[config.mk]
export PLATFORM = sky130hd
export DESIGN_NAME = stby_rail_seq
export DESIGN_NICKNAME = d
export VERILOG_FILES = /design/src/rtl/stby_seq_pkg.sv /design/src/rtl/stby_sync.sv /design/src/rtl/stby_datapath.sv /design/src/rtl/stby_ctrl.sv /design/src/rtl/stby_rail_seq.sv
export SDC_FILE = /design/constraint.sdc
export NUM_CORES = 1
export LEC_CHECK = 0
export ABC_CLOCK_PERIOD_IN_PS = 5200
export BUFFER_PORTS_ARGS = -buffer_cell sky130_fd_sc_hd__buf_4
export CORE_UTILIZATION = 54
export DETAILED_ROUTE_END_ITERATION = 8
export PLACE_DENSITY = 0.72
export SYNTH_ARGS = -nofsm -noshare
export SYNTH_HDL_FRONTEND = slang
export SYNTH_SLANG_ARGS = --single-unit
[constraint.sdc]
create_clock -name clk -period 5.2 [get_ports clk]
set_clock_uncertainty 0.15 [all_clocks]
set_input_delay 0.26 -clock clk [delete_from_list [all_inputs] [get_ports clk]]
set_output_delay 0.26 -clock clk [all_outputs]
set_load 0.03 [all_outputs]
[src/rtl/stby_seq_pkg.sv]
package stby_seq_pkg;

  typedef enum logic [3:0] {
    ST_OFF    = 4'd0,
    ST_WAIT5  = 4'd1,
    ST_WAIT33 = 4'd2,
    ST_WAIT18 = 4'd3,
    ST_SETTLE = 4'd4,
    ST_STBY   = 4'd5,
    ST_SD_GAP = 4'd6,
    ST_SD_18  = 4'd7,
    ST_SD_33  = 4'd8,
    ST_SD_5   = 4'd9
  } seqState_e;

  // Strobes from control to datapath, each active for one cycle.
  typedef struct packed {
    logic tmrClr;
    logic on5;
    logic on33;
    logic on18;
    logic off5;
    logic off33;
    logic off18;
    logic hubRelease;
    logic hubHold;
  } seqStrobe_t;

  // Cycles covering 1/div seconds at hz, rounded up.
  function automatic int cyclesFor(input int hz, input int div);
    return (hz + div - 1) / div;
  endfunction

endpackage

[src/rtl/stby_sync.sv]
module stby_sync #(
  parameter int WIDTH = 4
) (
  input  logic             clk,
  input  logic             rst_n,
  input  logic [WIDTH-1:0] asyncIn,
  output logic [WIDTH-1:0] syncOut
);

  for (genvar i = 0; i < WIDTH; i++) begin : g_bit
    logic stage1;
    logic stage2;
    always_ff @(posedge clk or negedge rst_n) begin
      if (!rst_n) begin
        stage1 <= 1'b0;
        stage2 <= 1'b0;
      end else begin
        stage1 <= asyncIn[i];
        stage2 <= stage1;
      end
    end
    assign syncOut[i] = stage2;
  end

endmodule

[src/rtl/stby_datapath.sv]
module stby_datapath
  import stby_seq_pkg::*;
#(
  parameter int CLK_HZ = 125_000_000
) (
  input  logic       clk,
  input  logic       rst_n,
  input  seqStrobe_t stb,
  output logic       en5v,
  output logic       en33,
  output logic       en18,
  output logic       hubRstN,
  output logic       settleDone,
  output logic       timeoutHit,
  output logic       gapDone
);

  localparam int TIMEOUT_CYC = CLK_HZ;
  localparam int SETTLE_CYC  = cyclesFor(CLK_HZ, 100);
  localparam int GAP_RAW     = cyclesFor(CLK_HZ, 1_000_000);
  localparam int GAP_CYC     = (GAP_RAW < 1) ? 1 : GAP_RAW;
  localparam int CNT_W       = $clog2(TIMEOUT_CYC + 1);
  localparam logic [CNT_W-1:0] TMO_LAST    = CNT_W'(TIMEOUT_CYC - 1);
  localparam logic [CNT_W-1:0] SETTLE_LAST = CNT_W'(SETTLE_CYC - 1);
  localparam logic [CNT_W-1:0] GAP_LAST    = CNT_W'(GAP_CYC - 1);

  logic [CNT_W-1:0] cnt;

  // Single interval counter, cleared on every state change, saturating.
  always_ff @(posedge clk or negedge rst_n) begin
    if (!rst_n) begin
      cnt <= '0;
    end else if (stb.tmrClr) begin
      cnt <= '0;
    end else if (cnt != TMO_LAST) begin
      cnt <= cnt + 1'b1;
    end
  end

  assign timeoutHit = (cnt == TMO_LAST);
  assign settleDone = (cnt == SETTLE_LAST);
  assign gapDone    = (cnt == GAP_LAST);

  // Enable and reset registers, set and cleared by strobes.
  always_ff @(posedge clk or negedge rst_n) begin
    if (!rst_n) begin
      en5v    <= 1'b0;
      en33    <= 1'b0;
      en18    <= 1'b0;
      hubRstN <= 1'b0;
    end else begin
      if (stb.on5)        en5v    <= 1'b1;
      else if (stb.off5)  en5v    <= 1'b0;
      if (stb.on33)       en33    <= 1'b1;
      else if (stb.off33) en33    <= 1'b0;
      if (stb.on18)       en18    <= 1'b1;
      else if (stb.off18) en18    <= 1'b0;
      if (stb.hubRelease) hubRstN <= 1'b1;
      else if (stb.hubHold) hubRstN <= 1'b0;
    end
  end

  p_rail33_needs5_r2: assert property (@(posedge clk) disable iff (!rst_n)
    en33 |-> en5v);
  p_rail18_needs33_r2: assert property (@(posedge clk) disable iff (!rst_n)
    en18 |-> en33);
  p_hub_needs18_r4: assert property (@(posedge clk) disable iff (!rst_n)
    hubRstN |-> en18);
  p_reset_before_drop_r6: assert property (@(posedge clk) disable iff (!rst_n)
    $fell(en18) |-> !$past(hubRstN));
  p_cnt_bound_r5: assert property (@(posedge clk) disable iff (!rst_n)
    cnt <= TMO_LAST);

endmodule

[src/rtl/stby_ctrl.sv]
module stby_ctrl
  import stby_seq_pkg::*;
(
  input  logic       clk,
  input  logic       rst_n,
  input  logic       upReq,
  input  logic       downReq,
  input  logic       good5,
  input  logic       good33,
  input  logic       good18,
  input  logic       good105,
  input  logic       settleDone,
  input  logic       timeoutHit,
  input  logic       gapDone,
  output seqStrobe_t stb,
  output seqState_e  st,
  output logic       timeoutFault
);

  seqState_e nxt;
  logic      failNow;
  logic      allGood;

  assign allGood = good5 && good33 && good18 && good105;

  always_comb begin
    nxt     = st;
    stb     = '0;
    failNow = 1'b0;
    case (st)
      ST_OFF: begin
        if (upReq) begin
          nxt     = ST_WAIT5;
          stb.on5 = 1'b1;
        end
      end
      ST_WAIT5: begin
        if (downReq) begin
          nxt = ST_SD_GAP;
        end else if (good5) begin
          nxt      = ST_WAIT33;
          stb.on33 = 1'b1;
        end else if (timeoutHit) begin
          nxt     = ST_SD_GAP;
          failNow = 1'b1;
        end
      end
      ST_WAIT33: begin
        if (downReq) begin
          nxt = ST_SD_GAP;
        end else if (good33) begin
          nxt      = ST_WAIT18;
          stb.on18 = 1'b1;
        end else if (timeoutHit) begin
          nxt     = ST_SD_GAP;
          failNow = 1'b1;
        end
      end
      ST_WAIT18: begin
        if (downReq) begin
          nxt = ST_SD_GAP;
        end else if (good18 && good105) begin
          nxt = ST_SETTLE;
        end else if (timeoutHit) begin
          nxt     = ST_SD_GAP;
          failNow = 1'b1;
        end
      end
      ST_SETTLE: begin
        if (downReq || !allGood) begin
          nxt = ST_SD_GAP;
        end else if (settleDone) begin
          nxt            = ST_STBY;
          stb.hubRelease = 1'b1;
        end
      end
      ST_STBY: begin
        if (downReq || !allGood) nxt = ST_SD_GAP;
      end
      ST_SD_GAP: begin
        if (gapDone) begin
          nxt       = ST_SD_18;
          stb.off18 = 1'b1;
        end
      end
      ST_SD_18: begin
        nxt       = ST_SD_33;
        stb.off33 = 1'b1;
      end
      ST_SD_33: begin
        nxt      = ST_SD_5;
        stb.off5 = 1'b1;
      end
      ST_SD_5: nxt = ST_OFF;
      default: nxt = ST_OFF;
    endcase
    stb.tmrClr  = (nxt != st);
    stb.hubHold = (nxt == ST_SD_GAP) && (st != ST_SD_GAP);
  end

  always_ff @(posedge clk or negedge rst_n) begin
    if (!rst_n) begin
      st           <= ST_OFF;
      timeoutFault <= 1'b0;
    end else begin
      st <= nxt;
      if (st == ST_OFF && upReq) timeoutFault <= 1'b0;
      else if (failNow)          timeoutFault <= 1'b1;
    end
  end

  p_fault_at_gap_r5: assert property (@(posedge clk) disable iff (!rst_n)
    $rose(timeoutFault) |-> st == ST_SD_GAP);
  p_shutdown_no_restart_r9: assert property (@(posedge clk) disable iff (!rst_n)
    (st >= ST_SD_GAP) |=> st != ST_WAIT5);
  p_shutdown_ends_off_r6: assert property (@(posedge clk) disable iff (!rst_n)
    st == ST_SD_5 |=> st == ST_OFF);
  p_off_exit_r2: assert property (@(posedge clk) disable iff (!rst_n)
    st == ST_OFF |=> (st == ST_OFF || st == ST_WAIT5));

endmodule

[src/rtl/stby_rail_seq.sv]
module stby_rail_seq
  import stby_seq_pkg::*;
#(
  parameter int CLK_HZ = 125_000_000
) (
  input  logic       clk,
  input  logic       rst_n,
  input  logic       upReq,
  input  logic       downReq,
  input  logic       pg5v,
  input  logic       pg18,
  input  logic       pg105,
  input  logic       v33AboveMin,
  output logic       en5v,
  output logic       en33,
  output logic       en18,
  output logic       hubRstN,
  output logic [3:0] seqState,
  output logic       timeoutFault
);

  logic [3:0] goodSync;
  seqStrobe_t stb;
  seqState_e  st;
  logic       settleDone;
  logic       timeoutHit;
  logic       gapDone;

  stby_sync #(.WIDTH(4)) u_sync (
    .clk     (clk),
    .rst_n   (rst_n),
    .asyncIn ({pg105, pg18, v33AboveMin, pg5v}),
    .syncOut (goodSync)
  );

  stby_ctrl u_ctrl (
    .clk          (clk),
    .rst_n        (rst_n),
    .upReq        (upReq),
    .downReq      (downReq),
    .good5        (goodSync[0]),
    .good33       (goodSync[1]),
    .good18       (goodSync[2]),
    .good105      (goodSync[3]),
    .settleDone   (settleDone),
    .timeoutHit   (timeoutHit),
    .gapDone      (gapDone),
    .stb          (stb),
    .st           (st),
    .timeoutFault (timeoutFault)
  );

  stby_datapath #(.CLK_HZ(CLK_HZ)) u_dp (
    .clk        (clk),
    .rst_n      (rst_n),
    .stb        (stb),
    .en5v       (en5v),
    .en33       (en33),
    .en18       (en18),
    .hubRstN    (hubRstN),
    .settleDone (settleDone),
    .timeoutHit (timeoutHit),
    .gapDone    (gapDone)
  );

  assign seqState = st;

endmodule

==> results by stage <==
Critical path:
- The delay contributed by the slowest stage of the critical path is 0.73 ns.
- The type of the worst setup path is reg2reg.
- At the worst endpoint, the arrival time is 2.70 ns.
- The kind of end point of the critical path is a flip-flop.
- For the worst flop-to-flop path, the logic depth is 7.
- The highest-delay cell along the critical path is sky130_fd_sc_hd__or2_1.
- In this run the number of cells on the critical path is 7.
- The maximum net fanout on the critical path is 24.
- The number of buffers and inverters on the critical path is 0.
- STA classifies the critical path startpoint as a flip-flop.
- The cell class contributing the biggest share of worst-path delay is simple AND/OR/NAND/NOR gates.
- The required arrival time at the worst endpoint is between 5 and 6 ns.
- Traced cell by cell, the critical path runs through ha_1 -> and4_1 -> nand4_2 -> or2_1 -> nor4b_1 -> xnor2_1 -> nor2_1.

STA:
- The worst hold margin is 0.1163 ns.
- The worst slew margin relative to its limit is 0.3916.
- Timing would allow up to 0.3726 GHz.
- The worst path meets setup with ~2.5 ns of slack.
- Setup repair after global routing left no endpoint under its margin.
- The number of hold violations in the final report came to 0.
- The number of max-slew violations in the final report was 0.
- The clock period minus final worst setup slack is ~2.7 ns.
- Adding up every negative setup slack in the final design gives 0 ns.
- At the pin with the least slew margin, the transition time is between 0.9 and 1 ns.
- The final clock period utilization by the worst path is 0.5161.
- The setup violation total in the final timing report is 0.

Synth:
- Of the synthesized area, sequential elements account for 0.4239.
- Yosys printed 0 warnings.
- The fraction of registers with async set or reset after synthesis is 1.000.
- Synthesis produced a netlist with a net count of 279.
- In this run the cell area of the synthesized design comes to roughly 2600 sq um.
- Ranked by total cell area, the synthesized netlist is headed by sky130_fd_sc_hd__dfrtp_1 42%, sky130_fd_sc_hd__nor2_1 6.6%, sky130_fd_sc_hd__xor2_1 5.1%.
- By count the netlist is led by 46 x sky130_fd_sc_hd__nor2_1, 44 x sky130_fd_sc_hd__dfrtp_1, 15 x sky130_fd_sc_hd__xor2_1.
- The number of different library cells used by synthesis comes to between 60 and 70.
- The synthesized area per cell is about 9.7 sq um.
- The most used standard cell by instance count after synthesis is sky130_fd_sc_hd__nor2_1.
- The share of synthesized area in the top cell type comes to 0.4239.
- In the synthesized netlist, the number of instances is 269.
- The dominant cell type by area after synthesis is sky130_fd_sc_hd__dfrtp_1.
- The number of enable-type register cells in the synthesized netlist is 0.
- Synthesis inferred between 40 and 50 register bits.
- The most used flip-flop cell after synthesis is sky130_fd_sc_hd__dfrtp_1.

CTS:
- The number of sinks driven by the clock tree is 44.
- TritonCTS built the clock tree.
- The number of H-tree levels is 2.
- Clock latency on the worst-skew pair, taken at its later pin, is slightly below 0.3 ns.
- The buffer levels on the longest clock path is 2.
- Clock-pin slew was measured on the worst setup and hold paths at 0.08 ns.
- The number of CTS-inserted buffers is 5.
- In this run the clock root is driven by a sky130_fd_sc_hd__clkbuf_8.

Floorplanning:
- After floorplanning, the core was sized to cover 4474 sq um.
- The die is ~70 microns wide.
- The floorplan step defined a die boundary enclosing roughly 5100 sq um.
- The die height is 71.36 microns.
- The effective utilization at floorplan is 0.5805.
- The row count is 24.
- The number of placed I/O pins is 17.

Finish:
- The area growth from synthesis to layout is 9.538%.
- The repair_antennas step left the layout with diodes totalling 0.
- The final cell area excluding filler cells is about 2800 sq um.
- In the final layout, the share of cells above drive strength 1 is 0.1479.
- The net count of the finished layout is 293.
- Measured on the finished design, the core utilization comes to 0.6359.

Place:
- The count of port buffers added during placement is 16.
- The placed instance area is ~2700 sq um.
- The pre-CTS setup slack is between 2 and 3 ns.
- Detailed placement ended at an HPWL of 3682 microns.
- The final weighted congestion of routability-driven global placement is approximately 0.87.

Power:
- Summed over all cells, the static leakage comes to about 1.2 nW.
- For this design the ratio of total power to cell area is between 300 and 400 nW/um^2.
- The worst-case IR drop observed on VDD is between 0.0002 and 0.0003 V.

Global routing:
- The initial antenna violation count is 0.
- The number of global-route vias before repair came to between 1500 and 2000.
- The first global-routing pass estimated roughly 9300 microns of wire.
- Entering global routing, the biggest net connects 45 pins.
- In the global route stage, overall resource usage came out at 0.2346.
- The residual overflow from global routing is 0.

Detailed routing:
- The vias after detailed routing is approximately 2000.
- The count of routing violations after the opening detailed-route iteration is 196.
- The number of iterations in the first detailed-routing pass is 6.
- The remaining number of nets flagged by the antenna check after routing is 0.
- The residual DRC count is 2.
- Using the TritonRoute via totals, the vias-per-cell ratio works out to 6.063.
- In the final routed layout, each cell accounts on average for ~16 microns.
- The routed wire length is about 5500 microns.

Run:
- Max-cap violations in this run came to 0.

Min path:
- The path class of the lowest-slack min-delay path is in2reg.
- The worst hold path was traced through 3 stages.

Run status:
- The flow ran to the end, but the final reports show violations.
- The final reports fail on DRC.
stage by stage:
step	cells	power (W)
2_1_floorplan	269	0.0005874
3_3_place_gp	323	0.0006354
3_5_place_dp	323	0.0006374
4_1_cts	336	0.0008949
5_1_grt	336	0.0009442
6_report	336	0.0008888
worst reg2reg max path: stages (launching register included):
cell                      delay, ns
sky130_fd_sc_hd__dfrtp_1       0.42
sky130_fd_sc_hd__ha_1          0.30
sky130_fd_sc_hd__and4_1        0.25
sky130_fd_sc_hd__nand4_2       0.13
sky130_fd_sc_hd__or2_1         0.73
sky130_fd_sc_hd__nor4b_1       0.38
sky130_fd_sc_hd__xnor2_1       0.16
sky130_fd_sc_hd__nor2_1        0.06
worst paths after layout:
path,slack (ns),end,from
worst max register to register,2.52,u_dp.cnt[12],u_dp.cnt[0]
min in group asynchronous,0.36,u_dp.en5v,rst_n
worst min-delay path,0.12,u_dp.en5v,upReq
worst min register to register,0.20,u_sync.g_bit[0].stage2,u_sync.g_bit[0].stage1
max in group asynchronous,4.14,u_sync.g_bit[3].stage1,rst_n
worst max-delay path,2.52,u_dp.cnt[12],u_dp.cnt[0]
metal layers:
| metal | GRT usage | wire, microns | vias up | share of wire |
|---|---|---|---|---|
| met3 | 0.04641 | 216 | 8 | 0.039 |
| met4 | 0.05333 | 58 | 0 | 0.011 |
| met2 | 0.3407 | 2520 | 51 | 0.46 |
| met1 | 0.3626 | 2688 | 990 | 0.49 |
| met5 | 0 | 0 | - | 0 |
| li1 | - | - | 988 | - |
flip-flops by register name, indices dropped and copies added, names as in the netlist:
signal / cells
u_ctrl.timeoutFault: 1
u_sync.g_bit.stage1: 4
u_dp.en5v: 1
u_dp.cnt: 27
u_dp.en33: 1
u_ctrl.st: 4
u_dp.en18: 1
u_dp.hubRstN: 1
u_sync.g_bit.stage2: 4
cell type report:
type / count / area, sq um
Multi-Input combinational cell: 203 / 1368
Inverter: 7 / 26.28
Clock inverter: 2 / 35.03
Sequential cell: 44 / 1101
Tap cell: 52 / 65.06
Clock buffer: 6 / 72.57
Fill cell: 358 / 1629
Timing Repair Buffer: 22 / 177.7
report_power, final:
group	leakage [nW]	switching, W	internal [W]
clock	0.0552	0.000112	0.000143
sequential	0.566	0.0000516	0.000376
combinational	0.628	0.000128	0.0000794
total	1.25	0.000291	0.000598
logic make-up after synthesis:
kind of cell / synth area share
AO/OA/AOI/OAI: 0.1180
XOR/XNOR: 0.08767
adder cells (fa/ha/maj): 0.009632
buffers and inverters: 0.04961
flip-flops: 0.4239
AND/OR/NAND/NOR: 0.3112
cell usage in the layout (no fill, tap or decap), drive strengths merged, types with 4 or more instances in the layout:
cell type    count
inv              7
o21ai            7
o31ai            4
nor2b            5
buf             17
xnor2           11
and3             4
nand4           15
a21oi           11
nand3           15
dlygate4sd3      5
nor4             5
nand2           14
dfrtp           44
xor2            15
nor2            46
clkbuf           6
nor3             6
what timing repair did:
| action | in CTS | in global routing |
|---|---|---|
| endpoints found under the hold margin | 48 | 0 |
| resized for setup | 0 | 0 |
| hold buffers | 5 | 0 |
| setup buffers | 0 | 0 |
No activity file was read; power rests on OpenSTA's default activity.
